**src/rtl/flseq_pkg.sv**
```systemverilog
// Shared constants and types for the flash program/erase sequencer.
// Assumes a 64-bit bus made of four 16-bit device lanes, two lanes per half.
package flseq_pkg;

    localparam int LANE_W         = 16;
    localparam int DATA_W         = 64;
    localparam int NUM_LANES      = DATA_W / LANE_W;
    localparam int HALF_W         = DATA_W / 2;
    localparam int LANES_PER_HALF = NUM_LANES / 2;
    localparam int CMD_ADDR_W     = 16;
    localparam int DONE_BIT       = 7;

    typedef enum logic [1:0] {
        OP_PROG = 2'd0,
        OP_CHIP = 2'd1,
        OP_SECT = 2'd2,
        OP_RST  = 2'd3
    } op_e;

    typedef enum logic [2:0] {
        PH_IDLE,
        PH_SETUP,
        PH_PULSE,
        PH_HOLD,
        PH_READ,
        PH_GAP
    } phase_e;

    // Place a command byte in the low byte of every device lane.
    function automatic logic [DATA_W-1:0] fill_lanes(input logic [7:0] cmd);
        logic [DATA_W-1:0] r;
        r = '0;
        for (int k = 0; k < NUM_LANES; k++) begin
            r[k*LANE_W +: LANE_W] = {{(LANE_W-8){1'b0}}, cmd};
        end
        return r;
    endfunction

endpackage

```
**src/rtl/flseq_cmd_table.sv**
```systemverilog
// Command step table: gives the address and data of write number `step`
// of the sequence for `op`, and flags the last write of that sequence.
// Purely combinational; assumes ADDR_W >= 16 and step within range.
module flseq_cmd_table
    import flseq_pkg::*;
#(
    parameter int ADDR_W = 19
) (
    input  op_e               op,
    input  logic [2:0]        step,
    input  logic [ADDR_W-1:0] tgt_addr,
    input  logic [DATA_W-1:0] tgt_data,
    output logic [ADDR_W-1:0] wr_addr,
    output logic [DATA_W-1:0] wr_data,
    output logic              last
);

    localparam logic [CMD_ADDR_W-1:0] UNLOCK_HI = 16'h5555;
    localparam logic [CMD_ADDR_W-1:0] UNLOCK_LO = 16'h2AAA;

    logic [CMD_ADDR_W-1:0] cmd_addr;
    logic [7:0]            cmd_byte;
    logic                  use_tgt_addr;
    logic                  use_tgt_data;

    // Select the command address, byte and last-step flag for this step.
    always_comb begin
        cmd_addr     = UNLOCK_HI;
        cmd_byte     = 8'hAA;
        use_tgt_addr = 1'b0;
        use_tgt_data = 1'b0;
        last         = 1'b0;
        unique case (op)
            OP_PROG: begin
                unique case (step)
                    3'd0: begin cmd_addr = UNLOCK_HI; cmd_byte = 8'hAA; end
                    3'd1: begin cmd_addr = UNLOCK_LO; cmd_byte = 8'h55; end
                    3'd2: begin cmd_addr = UNLOCK_HI; cmd_byte = 8'hA0; end
                    default: begin
                        use_tgt_addr = 1'b1;
                        use_tgt_data = 1'b1;
                        last         = 1'b1;
                    end
                endcase
            end
            OP_CHIP, OP_SECT: begin
                unique case (step)
                    3'd0: begin cmd_addr = UNLOCK_HI; cmd_byte = 8'hAA; end
                    3'd1: begin cmd_addr = UNLOCK_LO; cmd_byte = 8'h55; end
                    3'd2: begin cmd_addr = UNLOCK_HI; cmd_byte = 8'h80; end
                    3'd3: begin cmd_addr = UNLOCK_HI; cmd_byte = 8'hAA; end
                    3'd4: begin cmd_addr = UNLOCK_LO; cmd_byte = 8'h55; end
                    default: begin
                        last = 1'b1;
                        if (op == OP_SECT) begin
                            use_tgt_addr = 1'b1;
                            cmd_byte     = 8'h30;
                        end else begin
                            cmd_addr = UNLOCK_HI;
                            cmd_byte = 8'h10;
                        end
                    end
                endcase
            end
            default: begin
                cmd_addr = '0;
                cmd_byte = 8'hF0;
                last     = 1'b1;
            end
        endcase
    end

    // Drive the bus values from either the target or the command constant.
    always_comb begin
        wr_addr = use_tgt_addr ? tgt_addr : ADDR_W'(cmd_addr);
        wr_data = use_tgt_data ? tgt_data : fill_lanes(cmd_byte);
    end

endmodule

```
**src/rtl/flseq_bus_timer.sv**
```systemverilog
// Bus cycle timer: runs one flash write (setup, strobe, hold, gap) or one
// read (output-enable window, gap) per start pulse and decodes the
// strobes from its phase. Assumes start is only raised while idle and
// that read data is stable by the last cycle of the read window.
module flseq_bus_timer
    import flseq_pkg::*;
#(
    parameter int SETUP_CYC = 1,
    parameter int PULSE_CYC = 2,
    parameter int HOLD_CYC  = 1,
    parameter int READ_CYC  = 2
) (
    input  logic              clk,
    input  logic              rst_n,
    input  logic              start,
    input  logic              is_read,
    input  logic [1:0]        half_sel,
    input  logic [DATA_W-1:0] rd_bus,
    output logic              ce_n,
    output logic [1:0]        we_n,
    output logic [1:0]        oe_n,
    output logic              drive,
    output logic              done,
    output logic [DATA_W-1:0] rd_cap
);

    localparam int MAX_A = (SETUP_CYC > PULSE_CYC) ? SETUP_CYC : PULSE_CYC;
    localparam int MAX_B = (HOLD_CYC > READ_CYC) ? HOLD_CYC : READ_CYC;
    localparam int MAX_C = (MAX_A > MAX_B) ? MAX_A : MAX_B;
    localparam int CNT_W = $clog2(MAX_C + 1);

    phase_e           ph_q;
    logic [CNT_W-1:0] cnt_q;
    logic [1:0]       sel_q;

    // Advance through the phases of one bus cycle.
    always_ff @(posedge clk) begin
        if (!rst_n) begin
            ph_q   <= PH_IDLE;
            cnt_q  <= '0;
            sel_q  <= '0;
            rd_cap <= '0;
        end else begin
            unique case (ph_q)
                PH_IDLE: begin
                    if (start) begin
                        sel_q <= half_sel;
                        if (is_read) begin
                            ph_q  <= PH_READ;
                            cnt_q <= CNT_W'(READ_CYC - 1);
                        end else begin
                            ph_q  <= PH_SETUP;
                            cnt_q <= CNT_W'(SETUP_CYC - 1);
                        end
                    end
                end
                PH_SETUP: begin
                    if (cnt_q == '0) begin
                        ph_q  <= PH_PULSE;
                        cnt_q <= CNT_W'(PULSE_CYC - 1);
                    end else begin
                        cnt_q <= cnt_q - 1'b1;
                    end
                end
                PH_PULSE: begin
                    if (cnt_q == '0) begin
                        ph_q  <= PH_HOLD;
                        cnt_q <= CNT_W'(HOLD_CYC - 1);
                    end else begin
                        cnt_q <= cnt_q - 1'b1;
                    end
                end
                PH_HOLD: begin
                    if (cnt_q == '0) ph_q <= PH_GAP;
                    else             cnt_q <= cnt_q - 1'b1;
                end
                PH_READ: begin
                    if (cnt_q == '0) begin
                        rd_cap <= rd_bus;
                        ph_q   <= PH_GAP;
                    end else begin
                        cnt_q <= cnt_q - 1'b1;
                    end
                end
                default: ph_q <= PH_IDLE;
            endcase
        end
    end

    // Decode the bus strobes from the current phase.
    always_comb begin
        ce_n  = !(ph_q == PH_SETUP || ph_q == PH_PULSE ||
                  ph_q == PH_HOLD  || ph_q == PH_READ);
        we_n  = (ph_q == PH_PULSE) ? ~sel_q : 2'b11;
        oe_n  = (ph_q == PH_READ)  ? ~sel_q : 2'b11;
        drive = (ph_q == PH_SETUP || ph_q == PH_PULSE || ph_q == PH_HOLD);
        done  = (ph_q == PH_GAP);
    end

    AST_CE_BEFORE_WE: assert property (@(posedge clk) disable iff (!rst_n)
        ($fell(we_n[0]) || $fell(we_n[1])) |-> $past(!ce_n));
    AST_CE_AFTER_WE: assert property (@(posedge clk) disable iff (!rst_n)
        ($rose(we_n[0]) || $rose(we_n[1])) |-> !ce_n);
    AST_WE_OE_EXCL: assert property (@(posedge clk) disable iff (!rst_n)
        !((we_n != 2'b11) && (oe_n != 2'b11)));
    AST_START_IDLE: assert property (@(posedge clk) disable iff (!rst_n)
        start |-> (ph_q == PH_IDLE));

endmodule

```
**src/rtl/flseq_poll_check.sv**
```systemverilog
// Completion evaluator: inspects the completion bit of every device lane
// in the selected halves and reports whether all of them show completion.
// Program compares against the target data bit; erase expects a 1.
module flseq_poll_check
    import flseq_pkg::*;
(
    input  logic              is_erase,
    input  logic [1:0]        half_sel,
    input  logic [DATA_W-1:0] tgt_data,
    input  logic [DATA_W-1:0] rd_data,
    output logic              complete
);

    logic [NUM_LANES-1:0] lane_ok;

    for (genvar k = 0; k < NUM_LANES; k++) begin : g_lane
        localparam int BIT  = k*LANE_W + DONE_BIT;
        localparam int HALF = k / LANES_PER_HALF;
        // Judge one device lane; unselected lanes always pass.
        always_comb begin
            if (!half_sel[HALF])  lane_ok[k] = 1'b1;
            else if (is_erase)    lane_ok[k] = rd_data[BIT];
            else                  lane_ok[k] = (rd_data[BIT] == tgt_data[BIT]);
        end
    end

    assign complete = &lane_ok;

endmodule

```
**src/rtl/flash_cmd_seq.sv**
```systemverilog
// Flash program/erase sequencer top: accepts one request, walks the command
// table through the bus timer, polls until completion or the poll limit,
// issues an abort write on timeout, and pulses op_done.
// Assumes req_half is nonzero and the poll limit fits in LIM_W bits.
module flash_cmd_seq
    import flseq_pkg::*;
#(
    parameter int ADDR_W    = 19,
    parameter int LIM_W     = 16,
    parameter int SETUP_CYC = 1,
    parameter int PULSE_CYC = 2,
    parameter int HOLD_CYC  = 1,
    parameter int READ_CYC  = 2
) (
    input  logic              clk,
    input  logic              rst_n,
    input  logic              req_valid,
    output logic              req_ready,
    input  logic [1:0]        req_op,
    input  logic [ADDR_W-1:0] req_addr,
    input  logic [63:0]       req_data,
    input  logic [1:0]        req_half,
    input  logic [LIM_W-1:0]  req_poll_limit,
    output logic              op_done,
    output logic              op_error,
    output logic [63:0]       result_data,
    output logic [ADDR_W-1:0] fl_addr,
    output logic [63:0]       fl_wdata,
    output logic              fl_drive,
    input  logic [63:0]       fl_rdata,
    output logic              fl_ce_n,
    output logic [1:0]        fl_we_n,
    output logic [1:0]        fl_oe_n
);

    typedef enum logic [2:0] {
        S_IDLE, S_WRITE, S_POLL, S_SETTLE, S_ABORT, S_FIN
    } st_e;

    st_e               st_q;
    op_e               op_q;
    logic [ADDR_W-1:0] addr_q;
    logic [DATA_W-1:0] data_q;
    logic [1:0]        half_q;
    logic [LIM_W-1:0]  lim_q;
    logic [LIM_W-1:0]  poll_cnt_q;
    logic [2:0]        step_q;
    logic              pend_q;
    logic              err_q;
    logic [DATA_W-1:0] result_q;

    logic              cyc_start;
    logic              cyc_read;
    logic              cyc_done;
    logic [DATA_W-1:0] rd_cap;
    op_e               tbl_op;
    logic [2:0]        tbl_step;
    logic [ADDR_W-1:0] tbl_addr;
    logic [DATA_W-1:0] tbl_data;
    logic              tbl_last;
    logic              poll_ok;
    logic [LIM_W:0]    poll_next;
    logic [DATA_W-1:0] half_mask;

    // Decide when to launch a bus cycle and what the table should produce.
    always_comb begin
        cyc_start = (st_q == S_WRITE || st_q == S_POLL ||
                     st_q == S_SETTLE || st_q == S_ABORT) && !pend_q;
        cyc_read  = (st_q == S_POLL || st_q == S_SETTLE);
        tbl_op    = (st_q == S_ABORT) ? OP_RST : op_q;
        tbl_step  = (st_q == S_ABORT) ? 3'd0 : step_q;
        poll_next = {1'b0, poll_cnt_q} + 1'b1;
        half_mask = {{HALF_W{half_q[1]}}, {HALF_W{half_q[0]}}};
    end

    flseq_cmd_table #(.ADDR_W(ADDR_W)) u_table (
        .op       (tbl_op),
        .step     (tbl_step),
        .tgt_addr (addr_q),
        .tgt_data (data_q),
        .wr_addr  (tbl_addr),
        .wr_data  (tbl_data),
        .last     (tbl_last)
    );

    flseq_bus_timer #(
        .SETUP_CYC (SETUP_CYC),
        .PULSE_CYC (PULSE_CYC),
        .HOLD_CYC  (HOLD_CYC),
        .READ_CYC  (READ_CYC)
    ) u_timer (
        .clk      (clk),
        .rst_n    (rst_n),
        .start    (cyc_start),
        .is_read  (cyc_read),
        .half_sel (half_q),
        .rd_bus   (fl_rdata),
        .ce_n     (fl_ce_n),
        .we_n     (fl_we_n),
        .oe_n     (fl_oe_n),
        .drive    (fl_drive),
        .done     (cyc_done),
        .rd_cap   (rd_cap)
    );

    flseq_poll_check u_poll (
        .is_erase (op_q != OP_PROG),
        .half_sel (half_q),
        .tgt_data (data_q),
        .rd_data  (rd_cap),
        .complete (poll_ok)
    );

    // Main sequencing: accept, write steps, poll, settle, abort, finish.
    always_ff @(posedge clk) begin
        if (!rst_n) begin
            st_q       <= S_IDLE;
            op_q       <= OP_RST;
            addr_q     <= '0;
            data_q     <= '0;
            half_q     <= '0;
            lim_q      <= '0;
            poll_cnt_q <= '0;
            step_q     <= '0;
            pend_q     <= 1'b0;
            err_q      <= 1'b0;
            result_q   <= '0;
        end else begin
            if (cyc_start) pend_q <= 1'b1;
            if (cyc_done)  pend_q <= 1'b0;
            unique case (st_q)
                S_IDLE: begin
                    if (req_valid) begin
                        op_q       <= op_e'(req_op);
                        addr_q     <= req_addr;
                        data_q     <= req_data;
                        half_q     <= req_half;
                        lim_q      <= (req_poll_limit == '0) ? LIM_W'(1) : req_poll_limit;
                        poll_cnt_q <= '0;
                        step_q     <= '0;
                        err_q      <= 1'b0;
                        st_q       <= S_WRITE;
                    end
                end
                S_WRITE: begin
                    if (cyc_done) begin
                        if (tbl_last) begin
                            step_q <= '0;
                            st_q   <= (op_q == OP_RST) ? S_FIN : S_POLL;
                        end else begin
                            step_q <= step_q + 1'b1;
                        end
                    end
                end
                S_POLL: begin
                    if (cyc_done) begin
                        if (poll_ok) begin
                            st_q <= S_SETTLE;
                        end else begin
                            poll_cnt_q <= poll_next[LIM_W-1:0];
                            if (poll_next >= {1'b0, lim_q}) begin
                                err_q <= 1'b1;
                                st_q  <= S_ABORT;
                            end
                        end
                    end
                end
                S_SETTLE: begin
                    if (cyc_done) begin
                        result_q <= rd_cap & half_mask;
                        st_q     <= S_FIN;
                    end
                end
                S_ABORT: begin
                    if (cyc_done) st_q <= S_FIN;
                end
                default: st_q <= S_IDLE;
            endcase
        end
    end

    // Bus and status outputs.
    always_comb begin
        fl_addr     = cyc_read ? addr_q : tbl_addr;
        fl_wdata    = tbl_data;
        req_ready   = (st_q == S_IDLE);
        op_done     = (st_q == S_FIN);
        op_error    = err_q;
        result_data = result_q;
    end

    AST_ADDR_STABLE_WE: assert property (@(posedge clk) disable iff (!rst_n)
        ((fl_we_n != 2'b11) && ($past(fl_we_n) != 2'b11)) |->
        ($stable(fl_addr) && $stable(fl_wdata)));
    AST_OE_SEL_HALF: assert property (@(posedge clk) disable iff (!rst_n)
        ((~fl_oe_n & ~half_q) == 2'b00));
    AST_POLL_BOUND: assert property (@(posedge clk) disable iff (!rst_n)
        (st_q != S_IDLE) |-> (poll_cnt_q <= lim_q));
    AST_DONE_THEN_READY: assert property (@(posedge clk) disable iff (!rst_n)
        op_done |=> req_ready);
    AST_BUSY_HOLDS_REQ: assert property (@(posedge clk) disable iff (!rst_n)
        (!req_ready && req_valid) |=> ($stable(addr_q) && $stable(half_q)));

endmodule

```
**config.mk**
```make
export PLATFORM = sky130hd
export DESIGN_NAME = flash_cmd_seq
export DESIGN_NICKNAME = d
export VERILOG_FILES = /design/src/rtl/flseq_pkg.sv /design/src/rtl/flseq_cmd_table.sv /design/src/rtl/flseq_bus_timer.sv /design/src/rtl/flseq_poll_check.sv /design/src/rtl/flash_cmd_seq.sv
export SDC_FILE = /design/constraint.sdc
export NUM_CORES = 1
export LEC_CHECK = 0
export BUFFER_PORTS_ARGS = -buffer_cell sky130_fd_sc_hd__buf_2
export CAP_MARGIN = 20
export CORE_ASPECT_RATIO = 0.6
export CORE_UTILIZATION = 35
export CTS_BUF_LIST = sky130_fd_sc_hd__clkbuf_8 sky130_fd_sc_hd__clkbuf_16
export CTS_CLUSTER_DIAMETER = 30
export DETAILED_ROUTE_END_ITERATION = 8
export PLACE_DENSITY = 0.56
export SLEW_MARGIN = 20
export SYNTH_ARGS = -nofsm -noshare
export SYNTH_HDL_FRONTEND = slang
export SYNTH_HIERARCHICAL = 1
export SYNTH_SLANG_ARGS = --single-unit
export TNS_END_PERCENT = 1
```
**constraint.sdc**
```tcl
create_clock -name clk -period 4.43 [get_ports clk]
set_input_delay 0.886 -clock clk [delete_from_list [all_inputs] [get_ports clk]]
set_output_delay 0.886 -clock clk [all_outputs]
set_load 0.01 [all_outputs]
```
Word-level counts from Yosys, hierarchy flattened
Index checks and enable logic that the tools add are counted.
Cells by class
  reduce and logical (&&, ||, !) cells: 39
  equality and inequality tests: 34
  order comparisons: 1
  add/subtract/negate cells: 3
  multiplexer cells: 64
  bitwise operators: 3
Operator list (count)
  bitwise AND 64 bit: 1
  two-way mux 16 bit: 4
  two-way mux 64 bit: 1
  case mux 16 bit (2 select lines): 2
  two-way mux 3 bit: 17
  two-way mux 19 bit: 2
  case mux 8 bit (2 select lines): 2
  two-way mux 15 bit: 2
  case mux 3 bit (4 select lines): 2
  case mux 8 bit (3 select lines): 1
  == test 3 x 2 -> 1 bit, second input constant: 6
  two-way mux 1 bit: 18
  adder 16 x 1 -> 17 bit, second input constant: 1
  greater-or-equal comparator 17 x 16 -> 1 bit: 1
  zero test 16 bit: 1
  == test 3 bit, second input constant: 5
  two-way mux 2 bit: 7
  != test 2 bit, second input constant: 7
  AND reduction 4 bit: 3
  OR reduction 2 bit: 6
  != test 2 x 1 -> 1 bit, second input constant: 5
  == test 3 x 1 -> 1 bit, second input constant: 3
  zero test 3 bit: 3
  case mux 2 bit (4 select lines): 1
  other kinds (23): 43
Storage, ports and cells
  logic and storage cells: 159
  register bits: 262

Longest topological paths before layout
  depth in word-level cells: 9
  gate-level depth with buffers: 16
  mapped depth without buffers: 14

Modules after synthesis
Netlist, hierarchy kept.
Modules (own cells, without submodules)
  flash_cmd_seq: instances 1, cells an instance 1031, seq. area each 3823.7 um^2, area each 7820.0 um^2
  flseq_bus_timer: instances 1, cells an instance 343, seq. area each 1421.4 um^2, area each 2805.2 um^2
  flseq_cmd_table: instances 1, cells an instance 157, seq. area each 0.0 um^2, area each 1044.8 um^2
  flseq_poll_check: instances 1, cells an instance 15, seq. area each 0.0 um^2, area each 103.8 um^2

Least setup slack after synthesis
Ideal clock, no wire load.
  path type: register to output
  start point: register st_q[0]
  end point: output fl_addr[11]
  setup slack: 0.954 ns
  data required time: 3.544 ns
  arrival time: 2.590 ns
  buffers on the path: 4
  cell stages (with the launch flop): 15
  cell sequence: dfxtp_1 > buf_4 > clkbuf_1 > nor3_1 > or2_2 > inv_1 > ha_1 > buf_6 > nand2_2 > o32a_4 > nor3_4 > buf_6 > a21o_1 > nand2_1 > nand2_1
Between the ends
  cells in the longest elaborated chain, start to end: 8
Ends and longest elaborated chain
  start: declaration: RTL line flash_cmd_seq.sv:40  | st_e st_q;
  start signal: assignment: RTL line flash_cmd_seq.sv:149  | st_q <= (op_q == OP_RST) ? S_FIN : S_POLL;
  == test 3 bit *: RTL line flash_cmd_seq.sv:70  | tbl_op = (st_q == S_ABORT) ? OP_RST : op_q;
  two-way mux 2 bit *: RTL line flash_cmd_seq.sv:70
  named net tbl_op[0]: RTL line flash_cmd_seq.sv:56  | op_e tbl_op;
  == test 2 bit: RTL line flseq_cmd_table.sv:33, flseq_cmd_table.sv:55
  two-way mux 1 bit: RTL line flseq_cmd_table.sv:55  | if (op == OP_SECT) begin
  two-way mux 1 bit: RTL line flseq_cmd_table.sv:47  | unique case (step)
  case mux 1 bit (2 select lines): RTL line flseq_cmd_table.sv:33  | unique case (op)
  two-way mux 19 bit *: RTL line flseq_cmd_table.sv:75  | wr_addr = use_tgt_addr ? tgt_addr : ADDR_W'(cmd_addr);
  named net tbl_addr[11]: RTL line flash_cmd_seq.sv:58  | logic [ADDR_W-1:0] tbl_addr;
  two-way mux 19 bit *: RTL line flash_cmd_seq.sv:184  | fl_addr = cyc_read ? addr_q : tbl_addr;
  end: declaration: RTL line flash_cmd_seq.sv:27  | output logic [ADDR_W-1:0] fl_addr,
Mark *: on every way through the listed nets, which the timed path passes. The rest lies on a longest branch.

Final worst setup path
  start point: register st_q[1]
  end point: output fl_addr[16]
Between the ends
  cells in the longest elaborated chain, start to end: 8
Ends and longest elaborated chain (RTL line)
  == test 3 bit *: flash_cmd_seq.sv:70
  two-way mux 2 bit *: flash_cmd_seq.sv:70
  named net tbl_op[0]: flash_cmd_seq.sv:56
  == test 2 bit: flseq_cmd_table.sv:33, flseq_cmd_table.sv:55
  two-way mux 1 bit: flseq_cmd_table.sv:55
  two-way mux 1 bit: flseq_cmd_table.sv:47
  case mux 1 bit (2 select lines) *: flseq_cmd_table.sv:33
  two-way mux 19 bit *: flseq_cmd_table.sv:75
  named net tbl_addr[16]: flash_cmd_seq.sv:58
  two-way mux 19 bit *: flash_cmd_seq.sv:184
Marks and branches as above.

==> impl_metrics.tcl <==
set metrics [dict create \
    floorplan.die.height_um 144 \
    cts_tree "built" \
    most_used_cells_in_the_layout_excluding_fill_and_tap_cells "489 x nand2_1, 325 x buf_2, 264 x a21oi_1, 261 x dfxtp_1, 81 x nand3_1" \
    path_delay_family "simple AND/OR/NAND/NOR gates" \
    met1_wl_mm 17.5 \
    combinational_share_of_power_pct 23.5 \
    drt_wl_total_mm 36.4 \
    ff_to_ff_end "st_q[2]$_SDFFE_PN0P_" \
    end_kind "output port" \
    data_arrival_at_the_endpoint_of_the_critical_path_ps 3290 \
    pwr_density_cell_mw_per_mm2 561 \
    grt_pass1_wl_mm 56.9 \
    ctsHtreeMaxLevel 2 \
    synthAdderAreaFrac_pct 2.55 \
    post_synthesis_net_count 1740 \
    power.share.clock_pct 43.7 \
    insertion_delay_ps 550 \
    synth_enable_flop_cells 0 \
    layout_commonest_cell "nand2_1" \
    portBuffers 325 \
    period_share_pct 94.2 \
    detail_route.vias_per_cell 4.90 \
    tritoncts.num_buffers 46 \
    slew_viol_final 0 \
    std_cell_rows 51 \
    synth.distinct_cells 74 \
    starting_density_of_the_core_pct 36.0 \
    cellInternalPower_uw 5720 \
    overflow 0 \
    synth_top_family_by_area "simple AND/OR/NAND/NOR gates" \
    drt_iter0_markers 523 \
    maximum_capacitance_violations 0 \
    total_of_hold_buffers_inserted_after_clock_tree_synthesis 0 \
    post-route-drc-count 0 \
    syn-instance-count 1546 \
    kind_of_critical_path "reg -> out" \
    design.final.nets 2021 \
    multi_input_comb_area_mm2 0.00581 \
    io_pins 326 \
    period_needed_ps 4170 \
    critical_path_peak_fanout 16 \
    mappedNetlistArea_mm2 0.0118 \
    synth_xor_area_share_pct 1.34 \
    mux_share_of_post_synthesis_cell_area_pct 0.510 \
    critical_path_buf_inv_count 2 \
    synth_warnings 6 \
    fraction_of_the_mapped_netlist_area_in_compound_gates_pct 18.0 \
    final_clock_skew_ps 20.7 \
    routed-wl-met2_mm 15.6 \
    grt_setup_unrepaired "false" \
    critical_path.slowest_cell "dfxtp_1" \
    groute.usage.overall_pct 20.6 \
    die_w_um 239 \
    worst_slew_pin_slew_ps 1020 \
    via_count 11374 \
    worst_hold_path.endpoint "result_data[17]$_SDFFE_PN0P_" \
    die_area_mm2 0.0344 \
    syn_area_per_cell_um2 7.62 \
    fin_tns_setup_ps 0 \
    synth-main-ff-cell "dfxtp_1" \
    worstHoldPathCells 2 \
    fill_cells 3291 \
    synth-seq-cells 262 \
    slew_headroom_pct 31.7 \
    worst_r2r_path_cells 10 \
    first_global_vias 10668 \
    fp.coreArea_mm2 0.0327 \
    critPathRequiredTime_ps 3540 \
    ff_to_ff_setup_slack_ps 910 \
    worst_setup_hold_path_clk_slew_ps 50 \
    share_seq_of_total_power_pct 32.8 \
    antenna_found_initial 11 \
    synth_simple_gate_area_share_pct 26.7 \
    first_pass_iters 5 \
    startpoint_type "flip-flop" \
    crit_path_frequent_cell "nand2_1" \
    irDropWorstVdd_v 0.000284 \
    timing.rr.start "poll_cnt_q[0]$_SDFFE_PN0P_" \
    gp_congestion 0.810 \
    layout-drive-gt1-share_pct 25.0 \
    finalCoreUtilization_pct 46.6 \
    switching_share_pct 33.1 \
    final-seq-area_mm2 0.00525 \
    grt_start_max_net_pins 90 \
    status "finished clean" \
    power_leakage_uw 0.00662 \
    netSwitchingPower_uw 2840 \
    slowest_delay_ps 640 \
    synth-seq-area-share_pct 44.5 \
    timing.fmax_mhz 240 \
    worstHoldStart "result_data[17]$_SDFFE_PN0P_" \
    top_layer "met5" \
    met3WireLength_mm 2.51 \
    total_number_of_clock_tree_sinks 262 \
    clock_root_buffer "clkbuf_16" \
    detail_route.wl_per_cell_um 15.7 \
    final_hold_fails 0 \
    async_flop_share_pct 0 \
    ant_nets 0 \
    worst_hold_class "reg -> reg" \
    setup_violations 0 \
    clock_path_buffers 3 \
    half_perimeter_wire_length_after_placement_mm 24.2 \
    area_growth_syn_to_layout_pct 29.6 \
    critical_path.cell_chain "nor3_2 -> or2_2 -> inv_1 -> ha_2 -> nand3_1 -> and2_4 -> a21oi_4 -> and2_1 -> nand2_1 -> nand2_1 -> buf_2" \
]
==> cells by family after synthesis <==
group,Yosys count
AND/OR/NAND/NOR,722
AO/OA/AOI/OAI,365
XOR/XNOR,18
multiplexers,6
buffers and inverters,149
flip-flops,262
adder cells (fa/ha/maj),24
==> metrics by stage <==
| step | total power (µW) | setup WS, ps | cells | instance area (µm²) | hold slack, ps |
|---|---|---|---|---|---|
| 5_1_grt | 9030 | 5.36 | 2316 | 15200 | 465 |
| 3_3_place_gp | 4830 | 557 | 2228 | 13600 | 437 |
| 4_1_cts | 8660 | 34.3 | 2313 | 15200 | 448 |
| 6_report | 8550 | 256 | 2319 | 15300 | 446 |
| 2_1_floorplan | 4220 | 954 | 1546 | 11800 | 432 |
| 3_5_place_dp | 4860 | 434 | 2228 | 13600 | 440 |
==> cell type report <==
| cell class | instances | area share, % |
|---|---|---|
| Clock buffer | 50 | 7.98 |
| Antenna cell | 5 | 0.0820 |
| Inverter | 33 | 0.845 |
| Multi-Input combinational cell | 1135 | 38.1 |
| Clock inverter | 35 | 2.83 |
| Sequential cell | 262 | 34.4 |
| Tap cell | 450 | 3.69 |
| Timing Repair Buffer | 349 | 12.1 |
==> what timing repair did <==
| item | in CTS | in global routing |
|---|---|---|
| setup buffers | 0 | 1 |
| resized for setup | 3 | 1 |
| pin swaps | 0 | 1 |
| endpoints found under the setup margin | 19 | 15 |
==> routing by layer <==
layer  track usage, %  vias to the layer above
li1                 -                     5747
met1             28.7                     5274
met2             30.7                      280
met3             6.09                       61
met4             5.47                       12
met5                0                        -
==> cells in the mapped netlist, drive strengths merged (4+ instances only) <==
master | count | area, µm²
clkbuf | 70 | 313
nor3 | 13 | 104
nand2b | 6 | 37.5
o21a | 4 | 30.0
nor2 | 48 | 188
a21oi | 265 | 1330
xnor2 | 9 | 78.8
a211oi | 5 | 42.5
nor2b | 5 | 31.3
o21ai | 15 | 78.8
or3 | 5 | 36.3
a22oi | 12 | 90.1
nand4 | 8 | 50.1
a21o | 34 | 255
mux2i | 6 | 60.1
buf | 46 | 317
dfxtp | 262 | 5250
inv | 32 | 120
and2 | 38 | 240
xor2 | 9 | 78.8
o41ai | 4 | 42.6
or2 | 4 | 25.0
nand3 | 84 | 438
nand2 | 493 | 1860
ha | 24 | 300
==> registers in the layout, indices dropped and copies added (netlist names) <==
| register | count |
|---|---|
| op_q | 2 |
| step_q | 3 |
| u_timer/rd_cap | 64 |
| result_data | 64 |
| data_q | 64 |
| st_q | 3 |
| pend_q | 1 |
| poll_cnt_q | 16 |
| addr_q | 19 |
| u_timer/ph_q | 3 |
| op_error | 1 |
| lim_q | 16 |
| half_q | 2 |
| u_timer/sel_q | 2 |
| u_timer/cnt_q | 2 |
==> worst reg2reg max path, cell delays in order, from the launching register on <==
cell and delay [ps]:
dfxtp_1 430, ha_1 220, nand3_1 150, nor2_1 460, nand3_1 160, xnor2_1 210
ha_1 330, nand4_1 120, o41ai_1 750, o31ai_1 270, o41ai_2 330
==> power by group through the flow <==
stage	clock, µW	sequential, µW	combinational (µW)
CTS	3830	2810	2030
detailed placement	0	2850	2010
global route	3950	2840	2240
finish	3740	2810	2010
global placement	0	2850	1990
floorplan	0	2770	1450
==> worst max path at each step <==
stage	start	to	depth (start not counted)
2_1_floorplan	st_q[0]$_SDFFE_PN0P_	fl_addr[11]	14
5_1_grt	st_q[1]$_SDFFE_PN0P_	fl_addr[15]	11
3_3_place_gp	st_q[1]$_SDFFE_PN0P_	fl_addr[16]	11
4_1_cts	st_q[2]$_SDFFE_PN0P_	fl_wdata[34]	11
3_5_place_dp	st_q[2]$_SDFFE_PN0P_	fl_wdata[48]	11
6_report	st_q[1]$_SDFFE_PN0P_	fl_addr[16]	11
Note: power is estimated with default switching activity, not from simulation.
